## config.mk

```make
export PLATFORM = sky130hd
export DESIGN_NAME = cmp_timer
export DESIGN_NICKNAME = d
export VERILOG_FILES = /design/src/rtl/cmp_timer_pkg.sv /design/src/rtl/cmp_timer_regs.sv /design/src/rtl/cmp_timer_presc.sv /design/src/rtl/cmp_timer_core.sv /design/src/rtl/cmp_timer.sv
export SDC_FILE = /design/constraint.sdc
export NUM_CORES = 1
export LEC_CHECK = 0
export CAP_MARGIN = 20
export CORE_MARGIN = 2
export CORE_UTILIZATION = 30
export DETAILED_ROUTE_END_ITERATION = 8
export GPL_ROUTABILITY_DRIVEN = 0
export HOLD_SLACK_MARGIN = 0.15
export SETUP_SLACK_MARGIN = 0.2
export SYNTH_ARGS = -nofsm -noshare
export SYNTH_HDL_FRONTEND = slang
export SYNTH_HIERARCHICAL = 1
export SYNTH_SLANG_ARGS = --single-unit
```

## constraint.sdc

```tcl
create_clock -name clk -period 4.3 [get_ports clk]
set_clock_uncertainty 0.1 [all_clocks]
set_input_delay 0.86 -clock clk [delete_from_list [all_inputs] [get_ports clk]]
set_output_delay 0.86 -clock clk [all_outputs]
set_load 0.005 [all_outputs]
```

## src/rtl/cmp_timer_pkg.sv

```systemverilog
package cmp_timer_pkg;

  // register byte offsets
  localparam int OFF_CTRL  = 'h00;
  localparam int OFF_PRESC = 'h04;
  localparam int OFF_STAT  = 'h08;
  localparam int OFF_IEN   = 'h0C;
  localparam int OFF_CMP   = 'h10;
  localparam int OFF_CNT   = 'h24;

  // control bit positions
  localparam int CB_EN    = 0;
  localparam int CB_WAIT  = 3;
  localparam int CB_CLK   = 6;
  localparam int CB_FREE  = 9;

  typedef struct packed {
    logic free_run;
    logic clk_sel;
    logic wait_en;
    logic en;
  } ctrl_t;

  // place stored control fields back into their bit positions
  function automatic logic [31:0] ctrl_word(input ctrl_t c);
    logic [31:0] w;
    w = '0;
    w[CB_EN]   = c.en;
    w[CB_WAIT] = c.wait_en;
    w[CB_CLK]  = c.clk_sel;
    w[CB_FREE] = c.free_run;
    return w;
  endfunction

endpackage

```

## src/rtl/cmp_timer_regs.sv

```systemverilog
module cmp_timer_regs
  import cmp_timer_pkg::*;
#(
  parameter int DATA_W  = 32,
  parameter int ADDR_W  = 8,
  parameter int PRESC_W = 12
) (
  input  logic               clk,
  input  logic               rst_n,
  input  logic               bus_sel,
  input  logic               bus_we,
  input  logic [ADDR_W-1:0]  bus_addr,
  input  logic [DATA_W-1:0]  bus_wdata,
  output logic [DATA_W-1:0]  bus_rdata,
  output logic               bus_ready,
  input  logic [DATA_W-1:0]  cnt_val,
  input  logic               flag,
  output logic               run_en,
  output logic               free_run,
  output logic [PRESC_W-1:0] presc,
  output logic [DATA_W-1:0]  cmp_val,
  output logic               irq_en,
  output logic               cnt_clr,
  output logic               flag_clr
);

  localparam logic [ADDR_W-1:0] A_CTRL  = ADDR_W'(OFF_CTRL);
  localparam logic [ADDR_W-1:0] A_PRESC = ADDR_W'(OFF_PRESC);
  localparam logic [ADDR_W-1:0] A_STAT  = ADDR_W'(OFF_STAT);
  localparam logic [ADDR_W-1:0] A_IEN   = ADDR_W'(OFF_IEN);
  localparam logic [ADDR_W-1:0] A_CMP   = ADDR_W'(OFF_CMP);
  localparam logic [ADDR_W-1:0] A_CNT   = ADDR_W'(OFF_CNT);

  ctrl_t ctrl_q;
  logic  wr;
  logic  wr_ctrl, wr_presc, wr_stat, wr_ien, wr_cmp;

  assign wr       = bus_sel && bus_we;
  assign wr_ctrl  = wr && (bus_addr == A_CTRL);
  assign wr_presc = wr && (bus_addr == A_PRESC);
  assign wr_stat  = wr && (bus_addr == A_STAT);
  assign wr_ien   = wr && (bus_addr == A_IEN);
  assign wr_cmp   = wr && (bus_addr == A_CMP);

  // named events for the counter core
  assign cnt_clr  = wr_ctrl && !bus_wdata[CB_EN];
  assign flag_clr = wr_stat && bus_wdata[0];

  always_ff @(posedge clk or negedge rst_n) begin
    if (!rst_n) begin
      ctrl_q  <= '0;
      presc   <= '0;
      cmp_val <= '0;
      irq_en  <= 1'b0;
    end else begin
      if (wr_ctrl) begin
        ctrl_q.en       <= bus_wdata[CB_EN];
        ctrl_q.wait_en  <= bus_wdata[CB_WAIT];
        ctrl_q.clk_sel  <= bus_wdata[CB_CLK];
        ctrl_q.free_run <= bus_wdata[CB_FREE];
      end
      if (wr_presc) presc   <= bus_wdata[PRESC_W-1:0];
      if (wr_cmp)   cmp_val <= bus_wdata;
      if (wr_ien)   irq_en  <= bus_wdata[0];
    end
  end

  assign run_en   = ctrl_q.en;
  assign free_run = ctrl_q.free_run;

  always_comb begin
    bus_rdata = '0;
    if (bus_sel && !bus_we) begin
      case (bus_addr)
        A_CTRL:  bus_rdata = DATA_W'(ctrl_word(ctrl_q));
        A_PRESC: bus_rdata = DATA_W'(presc);
        A_STAT:  bus_rdata = DATA_W'(flag);
        A_IEN:   bus_rdata = DATA_W'(irq_en);
        A_CMP:   bus_rdata = cmp_val;
        A_CNT:   bus_rdata = cnt_val;
        default: bus_rdata = '0;
      endcase
    end
  end

  assign bus_ready = bus_sel;

  // a write to the counter offset raises no register event
  assert_cnt_readonly_R11: assert property (@(posedge clk) disable iff (!rst_n)
    (wr && bus_addr == A_CNT) |=> ($stable(cmp_val) && $stable(presc) && $stable(irq_en)));

  // control readback never shows bits outside the stored set
  assert_ctrl_mask_R2: assert property (@(posedge clk) disable iff (!rst_n)
    (bus_sel && !bus_we && bus_addr == A_CTRL) |->
      ((bus_rdata & ~(DATA_W'(1) << CB_EN | DATA_W'(1) << CB_WAIT |
                      DATA_W'(1) << CB_CLK | DATA_W'(1) << CB_FREE)) == '0));

endmodule

```

## src/rtl/cmp_timer_presc.sv

```systemverilog
module cmp_timer_presc #(
  parameter int PRESC_W = 12
) (
  input  logic               clk,
  input  logic               rst_n,
  input  logic               run_en,
  input  logic [PRESC_W-1:0] presc,
  output logic               tick
);

  logic [PRESC_W-1:0] div_q;

  // a lowered prescaler still ends the current period at once
  function automatic logic period_done(input logic [PRESC_W-1:0] d,
                                       input logic [PRESC_W-1:0] lim);
    return d >= lim;
  endfunction

  assign tick = run_en && period_done(div_q, presc);

  always_ff @(posedge clk or negedge rst_n) begin
    if (!rst_n)       div_q <= '0;
    else if (!run_en) div_q <= '0;
    else if (tick)    div_q <= '0;
    else              div_q <= div_q + 1'b1;
  end

  // the divider is parked at zero whenever the timer is off
  assert_div_reset_R4: assert property (@(posedge clk) disable iff (!rst_n)
    !run_en |=> (div_q == '0));

  // no tick reaches the counter while disabled
  assert_no_tick_off_R3: assert property (@(posedge clk) disable iff (!rst_n)
    !run_en |-> !tick);

endmodule

```

## src/rtl/cmp_timer_core.sv

```systemverilog
module cmp_timer_core #(
  parameter int DATA_W = 32
) (
  input  logic              clk,
  input  logic              rst_n,
  input  logic              tick,
  input  logic              free_run,
  input  logic [DATA_W-1:0] cmp_val,
  input  logic              cnt_clr,
  input  logic              flag_clr,
  output logic [DATA_W-1:0] cnt_q,
  output logic              flag_q,
  output logic              match_evt
);

  logic [DATA_W-1:0] cnt_nxt;

  // next count on a tick: restart after a match unless free-running
  function automatic logic [DATA_W-1:0] next_count(input logic [DATA_W-1:0] c,
                                                   input logic [DATA_W-1:0] m,
                                                   input logic fr);
    if (!fr && c == m) return '0;
    return c + 1'b1;
  endfunction

  assign cnt_nxt   = next_count(cnt_q, cmp_val, free_run);
  assign match_evt = tick && !cnt_clr && (cnt_nxt == cmp_val);

  always_ff @(posedge clk or negedge rst_n) begin
    if (!rst_n)       cnt_q <= '0;
    else if (cnt_clr) cnt_q <= '0;
    else if (tick)    cnt_q <= cnt_nxt;
  end

  always_ff @(posedge clk or negedge rst_n) begin
    if (!rst_n)         flag_q <= 1'b0;
    else if (match_evt) flag_q <= 1'b1;
    else if (flag_clr)  flag_q <= 1'b0;
  end

  assert_hold_no_tick_R3: assert property (@(posedge clk) disable iff (!rst_n)
    (!tick && !cnt_clr) |=> $stable(cnt_q));

  assert_clear_zero_R3: assert property (@(posedge clk) disable iff (!rst_n)
    cnt_clr |=> (cnt_q == '0));

  assert_free_step_R5: assert property (@(posedge clk) disable iff (!rst_n)
    (tick && free_run && !cnt_clr) |=> (cnt_q == $past(cnt_q) + 1'b1));

  assert_restart_R6: assert property (@(posedge clk) disable iff (!rst_n)
    (tick && !free_run && !cnt_clr && cnt_q == cmp_val) |=> (cnt_q == '0));

  assert_flag_set_R7: assert property (@(posedge clk) disable iff (!rst_n)
    match_evt |=> (flag_q && cnt_q == cmp_val));

  assert_flag_clear_R8: assert property (@(posedge clk) disable iff (!rst_n)
    (flag_clr && !match_evt) |=> !flag_q);

  assert_set_wins_R9: assert property (@(posedge clk) disable iff (!rst_n)
    (flag_clr && match_evt) |=> flag_q);

endmodule

```

## src/rtl/cmp_timer.sv

```systemverilog
module cmp_timer #(
  parameter int DATA_W  = 32,
  parameter int ADDR_W  = 8,
  parameter int PRESC_W = 12
) (
  input  logic              clk,
  input  logic              rst_n,
  input  logic              bus_sel,
  input  logic              bus_we,
  input  logic [ADDR_W-1:0] bus_addr,
  input  logic [DATA_W-1:0] bus_wdata,
  output logic [DATA_W-1:0] bus_rdata,
  output logic              bus_ready,
  output logic              irq
);

  logic               run_en, free_run, irq_en;
  logic               cnt_clr, flag_clr, tick, match_evt, flag;
  logic [PRESC_W-1:0] presc;
  logic [DATA_W-1:0]  cmp_val, cnt_val;

  cmp_timer_regs #(.DATA_W(DATA_W), .ADDR_W(ADDR_W), .PRESC_W(PRESC_W)) u_regs (
    .clk(clk), .rst_n(rst_n),
    .bus_sel(bus_sel), .bus_we(bus_we), .bus_addr(bus_addr),
    .bus_wdata(bus_wdata), .bus_rdata(bus_rdata), .bus_ready(bus_ready),
    .cnt_val(cnt_val), .flag(flag),
    .run_en(run_en), .free_run(free_run), .presc(presc),
    .cmp_val(cmp_val), .irq_en(irq_en),
    .cnt_clr(cnt_clr), .flag_clr(flag_clr)
  );

  cmp_timer_presc #(.PRESC_W(PRESC_W)) u_presc (
    .clk(clk), .rst_n(rst_n), .run_en(run_en), .presc(presc), .tick(tick)
  );

  cmp_timer_core #(.DATA_W(DATA_W)) u_core (
    .clk(clk), .rst_n(rst_n), .tick(tick), .free_run(free_run),
    .cmp_val(cmp_val), .cnt_clr(cnt_clr), .flag_clr(flag_clr),
    .cnt_q(cnt_val), .flag_q(flag), .match_evt(match_evt)
  );

  assign irq = flag && irq_en;

  // a pending match stays asserted on irq while enabled
  assert_irq_follows_R10: assert property (@(posedge clk) disable iff (!rst_n)
    (match_evt && irq_en) |=> irq);

  // every access completes in its own cycle
  assert_ready_R12: assert property (@(posedge clk) disable iff (!rst_n)
    bus_ready |-> bus_sel);

endmodule

```

## Word-level counts from Yosys, hierarchy flattened

Index checks and enable logic that the tools add are counted.
Widths: inputs -> output; s select.

| cells by class | value |
|---|---|
| reduce and logical (&&, ||, !) cells | 21 |
| equality and inequality tests | 7 |
| magnitude comparators | 1 |
| muxes and demuxes | 11 |
| $add $sub $neg | 2 |

Operators by type and width:

| operator | count |
|---|---|
| $pmux 32 s6 | 1 |
| $mux 32 | 5 |
| $eq 32x32->1 | 2 |
| $add 32x1->32 const B | 1 |
| $mux 12 | 2 |
| $eq 8x4->1 const B | 2 |
| $logic_and 1x1->1 | 14 |
| $add 12x1->12 const B | 1 |
| $ge 12x12->1 | 1 |
| $eq 8x3->1 const B | 1 |
| $eq 8x5->1 const B | 1 |
| $eq 8x6->1 const B | 1 |
| $logic_not 8->1 | 1 |
| $logic_not 1->1 | 4 |
| $reduce_bool 2->1 | 2 |
| $mux 1 | 3 |

| word-level totals | value |
|---|---|
| output and inout port bits | 34 |
| logic and storage cells | 52 |
| input bits | 44 |
| register bits after elaboration | 94 |

## Depth between registers and ports, before layout

Gate-level depths: netlist (run 1).

| logic depth | value |
|---|---|
| depth after elaboration | 7 |
| gate-level depth with buffers | 14 |
| mapped depth without buffers | 14 |

## By module

Netlist (run 1), hierarchy kept.

Modules (own cells, without submodules):

| module | area an instance (sq um) | cells an instance | seq. area each (sq um) | times used |
|---|---|---|---|---|
| cmp_timer_core | 3,619.7 | 475 | 825.8 | 1 |
| cmp_timer_regs | 2,788.9 | 254 | 1,226.2 | 1 |
| cmp_timer_presc | 950.9 | 97 | 300.3 | 1 |
| cmp_timer | 6.3 | 1 | 0.0 | 1 |

## Worst setup path after synthesis (run 1)

OpenSTA, ideal clock, no wires.

| timing | value |
|---|---|
| kind | input to register |
| start point | in bus_addr[2] |
| end point | reg u_core.flag_q |
| path buffers | 2 |
| path slack | 1,111 ps |
| required time | 4,108 ps |
| arrival time | 2,997 ps |
| setup time | 92 ps |
| cell stages on the path | 13 |
| cell sequence | buf_4 > nor2_1 > nand4_1 > nor2_1 > buf_1 > nand2b_1 > a2111o_1 > a221o_1 > a221oi_1 > nand4_1 > nor4_1 > nand4_1 > o31ai_2 |

| on the way | value |
|---|---|
| longest elaborated chain between the ends | 7 |
| elaborated cells on any way between the ends | 11 |
| classes of those cells | eq/ne: 1; mux: 1; reduce/logical: 9 |

RTL lines:

| item | line | source |
|---|---|---|
| from (decl) | cmp_timer.sv:10 | `input logic [ADDR_W-1:0] bus_addr,` |
| $logic_not 8->1 * | cmp_timer_regs.sv:39 | `assign wr_ctrl = wr && (bus_addr == A_CTRL);` |
| $logic_and 1x1->1 * | cmp_timer_regs.sv:39 |  |
| $logic_and 1x1->1 * | cmp_timer_regs.sv:46 | `assign cnt_clr = wr_ctrl && !bus_wdata[CB_EN];` |
| via cnt_clr | cmp_timer.sv:18 | `logic cnt_clr, flag_clr, tick, match_evt, flag;` |
| $logic_not 1->1 * | cmp_timer_core.sv:27 | `assign match_evt = tick && !cnt_clr && (cnt_nxt == cmp_val);` |
| $logic_and 1x1->1 * (2 in series) | cmp_timer_core.sv:27 |  |
| $mux 1 / $reduce_bool 2->1 (equally long branches) | -- |  |
| to (signal assigned) | cmp_timer_core.sv:36 | `if (!rst_n) flag_q <= 1'b0;` |
| to (signal assigned) | cmp_timer_core.sv:37 | `else if (match_evt) flag_q <= 1'b1;` |
| to (signal assigned) | cmp_timer_core.sv:38 | `else if (flag_clr) flag_q <= 1'b0;` |
| to (decl) | cmp_timer_core.sv:12 | `output logic flag_q,` |

The timed path passes the listed nets; every way through them passes the cells marked *.
A chain may end at the register's enable or synchronous reset.

## Worst setup path after layout (run 1)

| timing | value |
|---|---|
| start point | in bus_addr[1] |
| end point | out bus_rdata[22] |

| on the way | value |
|---|---|
| longest elaborated chain between the ends | 3 |
| elaborated cells on any way between the ends | 8 |
| classes of those cells | eq/ne: 5; mux: 2; reduce/logical: 1 |

RTL lines:

| item | line | source |
|---|---|---|
| $eq 8x6->1 (tied with other cells) | cmp_timer_regs.sv:74 | `case (bus_addr)` |
| $pmux 32 s6 * | cmp_timer_regs.sv:74 |  |
| $mux 32 * | cmp_timer_regs.sv:73 | `if (bus_sel && !bus_we) begin` |
| to (decl) | cmp_timer.sv:12 | `output logic [DATA_W-1:0] bus_rdata,` |

Every way passes the cells marked *; elsewhere a longest branch is shown, timed or not.

==> results.tsv, run 1 <==
metric	value	unit
status	finished, final reports clean	
Final HPWL DP	17.8	mm
cts hold-fix bufs	0	
Antenna Violating Nets Remaining	0	
Tmin final	4.16	ns
Die ar.	25700	um2
worst r2r path cells	11	
share of cells above drive strength 1	15.1	%
RSZ-0062 raised after global routing	true	
Max Cap Viol	0	
diodes inserted	0	
H-tree levels	3	
Synth Cell Area	7340	um2
syn avg cell area	8.92	um2
Root Buffer	clkbuf_16	
period utilization	96.7	%
# clock sinks	94	
Power Total	3500	uW
DRT Pass-1 Iters	8	
Final Max Slew Viols	0	
# DRC	0	
antenna violations before repair	0	
vias in the first global route	6685	
CORE AREA	24200	um2
Hold Path Class	reg2reg	
Final Hold Vio Count	0	
fin cells	1204	
clock buffer depth	2	
Post-Syn Nets	881	
vias per cell	5.78	
# setup viols final	0	
CP max FO	28	
Leak Pwr	0.00350	uW
Reg2Reg Capture Point	u_core/cnt_q[28]$_DFFE_PN0P_	
Pwr Density	390	nW/um2
CTS Buf Count	9	
CP Data Arrival Time	3.20	ns
initial drt markers	946	
via count	6964	
FP Rows	57	
CTS clock-pin slew for the worst setup and hold paths	0.07	ns
CTS tree	built	
Die Y	160	um
setup TNS	0	ns
Worst-Margin Slew	1.14	ns
# IOs	78	
post-synthesis cell count	823	
largest net degree at the start of global routing	70	
Crit Path Class	in2out	
GR Util All Layers	19.2	%
initial core utilization	30.4	%
Nets	933	
Layout area overhead	22.4	%
reg-to-reg setup timing slack	0.65	ns
Routed wire per std cell	20.9	um
port bufs	77	
min-delay src	u_regs/ctrl_q[1]$_DFFE_PN0N_	
CP required	3.34	ns
Worst Hold Path Cells	1	
DP Cell Count	1184	
worst vdd ir	0.000197	V
Max Clock Freq	241	MHz
Hold Path Sink	u_regs/ctrl_q[1]$_DFFE_PN0N_	
synth warn	6	
chip width	160	um
capturing element type of the critical path	output pin	
first-pass GRT wire length	39.0	mm
Total Wirelength	25.1	mm
Slew headroom	24.0	%
GRT Residual Overflow	0	
clk_lat worst skew	0.37	ns
CP startpoint kind	primary input	
RR Startpoint	u_regs/presc[9]$_DFFE_PN0P_	
Finished Core Util	37.2	%
==> critical path: stages <==
cell and delay [ns]:
clkdlybuf4s50_1 0.46, or4_4 0.53, or2_1 0.28, buf_12 0.20, a211oi_1 0.27, clkdlybuf4s50_1 0.57
==> report_power, final <==
group	total (uW)	internal [uW]	switching, uW	leakage [uW]
Combinational	1360	516	842	0.00218
Sequential	1320	989	332	0.00117
Clock	821	413	408	0.000145
==> cells in the final DEF (no fill, tap or decap), types with 21 or more instances in the layout <==
cell	instances
dfrtp_1	94
nand3_1	89
clkdlybuf4s50_1	57
nor2_1	47
nand2_1	40
xor2_1	38
a21oi_1	37
mux2_1	31
buf_4	28
xnor2_1	28
nand4_1	25
o21ai_0	25
mux2_2	22
nor3_1	21
inv_1	21
==> layer usage <==
layer  global-route usage (%)  wire [um]  vias up
met5                        0          0        -
met2                     30.3      11400      311
met3                     4.67       2050       63
li1                         -          -     3185
met1                     25.9      10900     3405
met4                     5.86        745        0
==> registers in the layout, indices dropped and copies added (netlist names) <==
register         cells
u_regs/presc        12
u_core/cnt_q        32
u_regs/ctrl_q        2
u_regs/free_run      1
u_regs/cmp_val      32
u_core/flag_q        1
u_regs/irq_en        1
u_regs/run_en        1
u_presc/div_q       12
==> through the flow <==
| step | hold WS [ns] | instance area, um2 | setup WS [ns] |
|---|---|---|---|
| 6_report | 0.412 | 8980 | 0.143 |
| 2_1_floorplan | 0.374 | 7340 | 1.18 |
| 5_1_grt | 0.439 | 8980 | 0.0786 |
| 4_1_cts | 0.412 | 8830 | 0.111 |
| 3_3_place_gp | 0.391 | 8440 | -0.0171 |
| 3_5_place_dp | 0.395 | 8440 | -0.00783 |
==> cell type report <==
| type | count | area [um2] |
|---|---|---|
| timing repair buffer | 112 | 1130 |
| fill | 2434 | 15200 |
| sequential | 94 | 2350 |
| clock inverter | 7 | 75.1 |
| tap | 324 | 405 |
| inverter | 21 | 78.8 |
| clock buffer | 9 | 225 |
| multi-input combinational | 637 | 4720 |
==> how the worst max path moves through the flow <==
| stage | from | slack, ns | depth (start not counted) | to |
|---|---|---|---|---|
| final | bus_addr[1] | 0.14 | 6 | bus_rdata[22] |
| after detailed placement | bus_addr[7] | -0.008 | 7 | bus_rdata[17] |
| after global placement | bus_addr[7] | -0.02 | 7 | bus_rdata[17] |
| after floorplan | bus_addr[2] | 1.18 | 13 | u_core/flag_q$_DFFE_PN0P_ |
| after global routing | bus_addr[4] | 0.08 | 7 | bus_rdata[0] |
| after CTS | bus_addr[6] | 0.11 | 6 | bus_rdata[11] |
==> timing repair <==
| action | 4_1_cts | 5_1_grt |
|---|---|---|
| resized for setup | 28 | 25 |
| setup endpoints to repair | 31 | 23 |
| endpoints found under the hold margin | 0 | 0 |
| pin swaps | 1 | 1 |
| buffers inserted | 0 | 3 |
| gates cloned | 0 | 1 |
Note: power is estimated with default switching activity, not from simulation.
==> run 2: changes to the inputs <==
CORE_MARGIN = unset   (was 2)
==> run 2 against run 1 <==
Register-to-register slack better by 0.06 ns. Flip-flop and latch count unchanged. Via count up 0.90%. Clock-buffer cell count unchanged. Critical path type unchanged. Critical endpoint is now bus_rdata[29].
==> results.tsv, run 2 (synthesis gave the netlist of run 1 again) <==
metric	value	unit
status	finished, final reports clean	
DRT Pass-1 Iters	5	
Final Hold Vio Count	0	
CP max-delay cell	clkdlybuf4s50_1	
diodes inserted	0	
vias per cell	5.83	
CP Cell Sequence	clkdlybuf4s50_1 > nor4b_4 > buf_12 > buf_4 > nand3_1 > a211oi_1 > clkdlybuf4s50_1	
Worst Path Buf+Inv	4	
Die Y	158	um
CTS Buf Count	9	
Critical Path Max Stage Delay	0.57	ns
# setup viols final	0	
Die ar.	25100	um2
port bufs	77	
worst vdd ir	0.000197	V
setup TNS	0	ns
CP max FO	12	
Leak Pwr	0.00340	uW
Max Clock Freq	246	MHz
most frequent cells in the layout	dfrtp_1 (94), nand3_1 (89), clkdlybuf4s50_1 (66)	
H-tree levels	3	
Antenna Violating Nets Remaining	0	
# IOs	78	
commonest non-fill, non-tap cell in the layout	dfrtp_1	
CP startpoint	bus_addr[4]	
reg-to-reg setup timing slack	0.71	ns
Max Cap Viol	0	
clock buffer depth	2	
# clock sinks	94	
CP startpoint kind	primary input	
antenna violations before repair	0	
Total Wirelength	24.8	mm
DP Cell Count	1185	
CP delay by family, top	buffers and inverters	
Pwr Density	391	nW/um2
clk_lat worst skew	0.36	ns
CTS tree	built	
initial drt markers	728	
Hold Path Class	in2async	
capturing element type of the critical path	output pin	
period utilization	94.5	%
Nets	940	
via count	7027	
GRT Residual Overflow	0	
Final Max Slew Viols	0	
initial core utilization	30.9	%
CORE AREA	23800	um2
Reg2Reg Capture Point	u_core/flag_q$_DFFE_PN0P_	
Routed wire per std cell	20.5	um
Crit Path Class	in2out	
Crit path depth	7	
Layout area overhead	21.7	%
CP required	3.34	ns
chip width	158	um
FP Rows	56	
GR Util All Layers	20.3	%
RSZ-0062 raised after global routing	true	
Most Frequent Cell on Critical Path	clkdlybuf4s50_1	
vias in the first global route	6734	
# DRC	0	
Root Buffer	clkbuf_16	
worst r2r path cells	14	
first-pass GRT wire length	38.8	mm
share of cells above drive strength 1	14.5	%
RR Startpoint	u_regs/presc[9]$_DFFE_PN0P_	
CP Data Arrival Time	3.11	ns
fillcell total	2406	
Worst-Margin Slew	0.687	ns
CTS clock-pin slew for the worst setup and hold paths	0.08	ns
Tmin final	4.07	ns
Slew headroom	54.1	%
Final HPWL DP	17.8	mm
Critical Path End	bus_rdata[29]	
fin cells	1206	
top flop regs	u_core/cnt_q: 32 flops, u_regs/cmp_val: 32 flops	
largest net degree at the start of global routing	76	
-- run 2: changes by cell type in the layout (fill, tap and decap cells not counted), sizes merged --
cell | previous run | this run
clkinvlp | 1 | 0
clkinv | 2 | 3
clkdlybuf4s50 | 57 | 66
buf | 35 | 42
dlymetal6s2s | 10 | 5
dlygate4sd2 | 9 | 5
-- run 2: stage by stage --
stage | utilization, % | total power [uW] | setup slack [ns] | area [um2] | hold slack, ns
2_1_floorplan | - | 2260 | 1.18 | 7340 | 0.374
3_3_place_gp | 35.8 | 2610 | 0.0394 | 8510 | 0.384
3_5_place_dp | 35.8 | 2620 | 0.0152 | 8510 | 0.391
4_1_cts | 37.3 | 3460 | 0.182 | 8870 | 0.410
5_1_grt | 37.6 | 3680 | 0.197 | 8940 | 0.376
6_report | 37.6 | 3500 | 0.234 | 8940 | 0.336
-- run 2: power by group --
group	leakage [uW]	total [uW]	switching [uW]	internal, uW
clock	0.000147	824	411	412
combinational	0.00208	1390	861	524
sequential	0.00117	1290	299	990
total	0.00340	3500	1570	1930
-- run 2: how the worst min path moves through the flow --
stage                            startpoint  depth (start not counted)                            to
2_1_floorplan     u_core/flag_q$_DFFE_PN0P_                          2     u_core/flag_q$_DFFE_PN0P_
3_3_place_gp   u_regs/ctrl_q[2]$_DFFE_PN0N_                          1  u_regs/ctrl_q[2]$_DFFE_PN0N_
3_5_place_dp   u_regs/ctrl_q[1]$_DFFE_PN0N_                          1  u_regs/ctrl_q[1]$_DFFE_PN0N_
4_1_cts        u_regs/ctrl_q[1]$_DFFE_PN0N_                          1  u_regs/ctrl_q[1]$_DFFE_PN0N_
5_1_grt                               rst_n                          1  u_core/cnt_q[21]$_DFFE_PN0P_
6_report                              rst_n                          1  u_core/cnt_q[21]$_DFFE_PN0P_
-- run 2: metal layers --
layer  track usage (%)  routed length (um)  vias to the layer above  part of all wire (%)
met5                 0                   0                        -                     0
met3              3.62                2130                       54                   8.6
li1                  -                   -                     3194                     -
met4              8.15                 650                        0                   2.6
met2              31.1               10900                      342                    44
met1              28.1               11000                     3437                    45
-- run 2: layout make-up --
type                       count  area (um2)  area share, %
tap                          319         399           4.47
multi-input combinational    637        4610           51.6
clock buffer                   9         225           2.52
inverter                      21        78.8          0.882
sequential                    94        2350           26.3
clock inverter                 7        73.8          0.826
timing repair buffer         119        1200           13.4
-- run 2: timing repair --
item                                    in CTS  in global routing
pin swaps                                    3                  4
hold buffers                                 0                  0
cloned                                       0                  1
endpoints found under the setup margin      31                 24
setup buffers                                2                  1
resized for setup                           14                  6
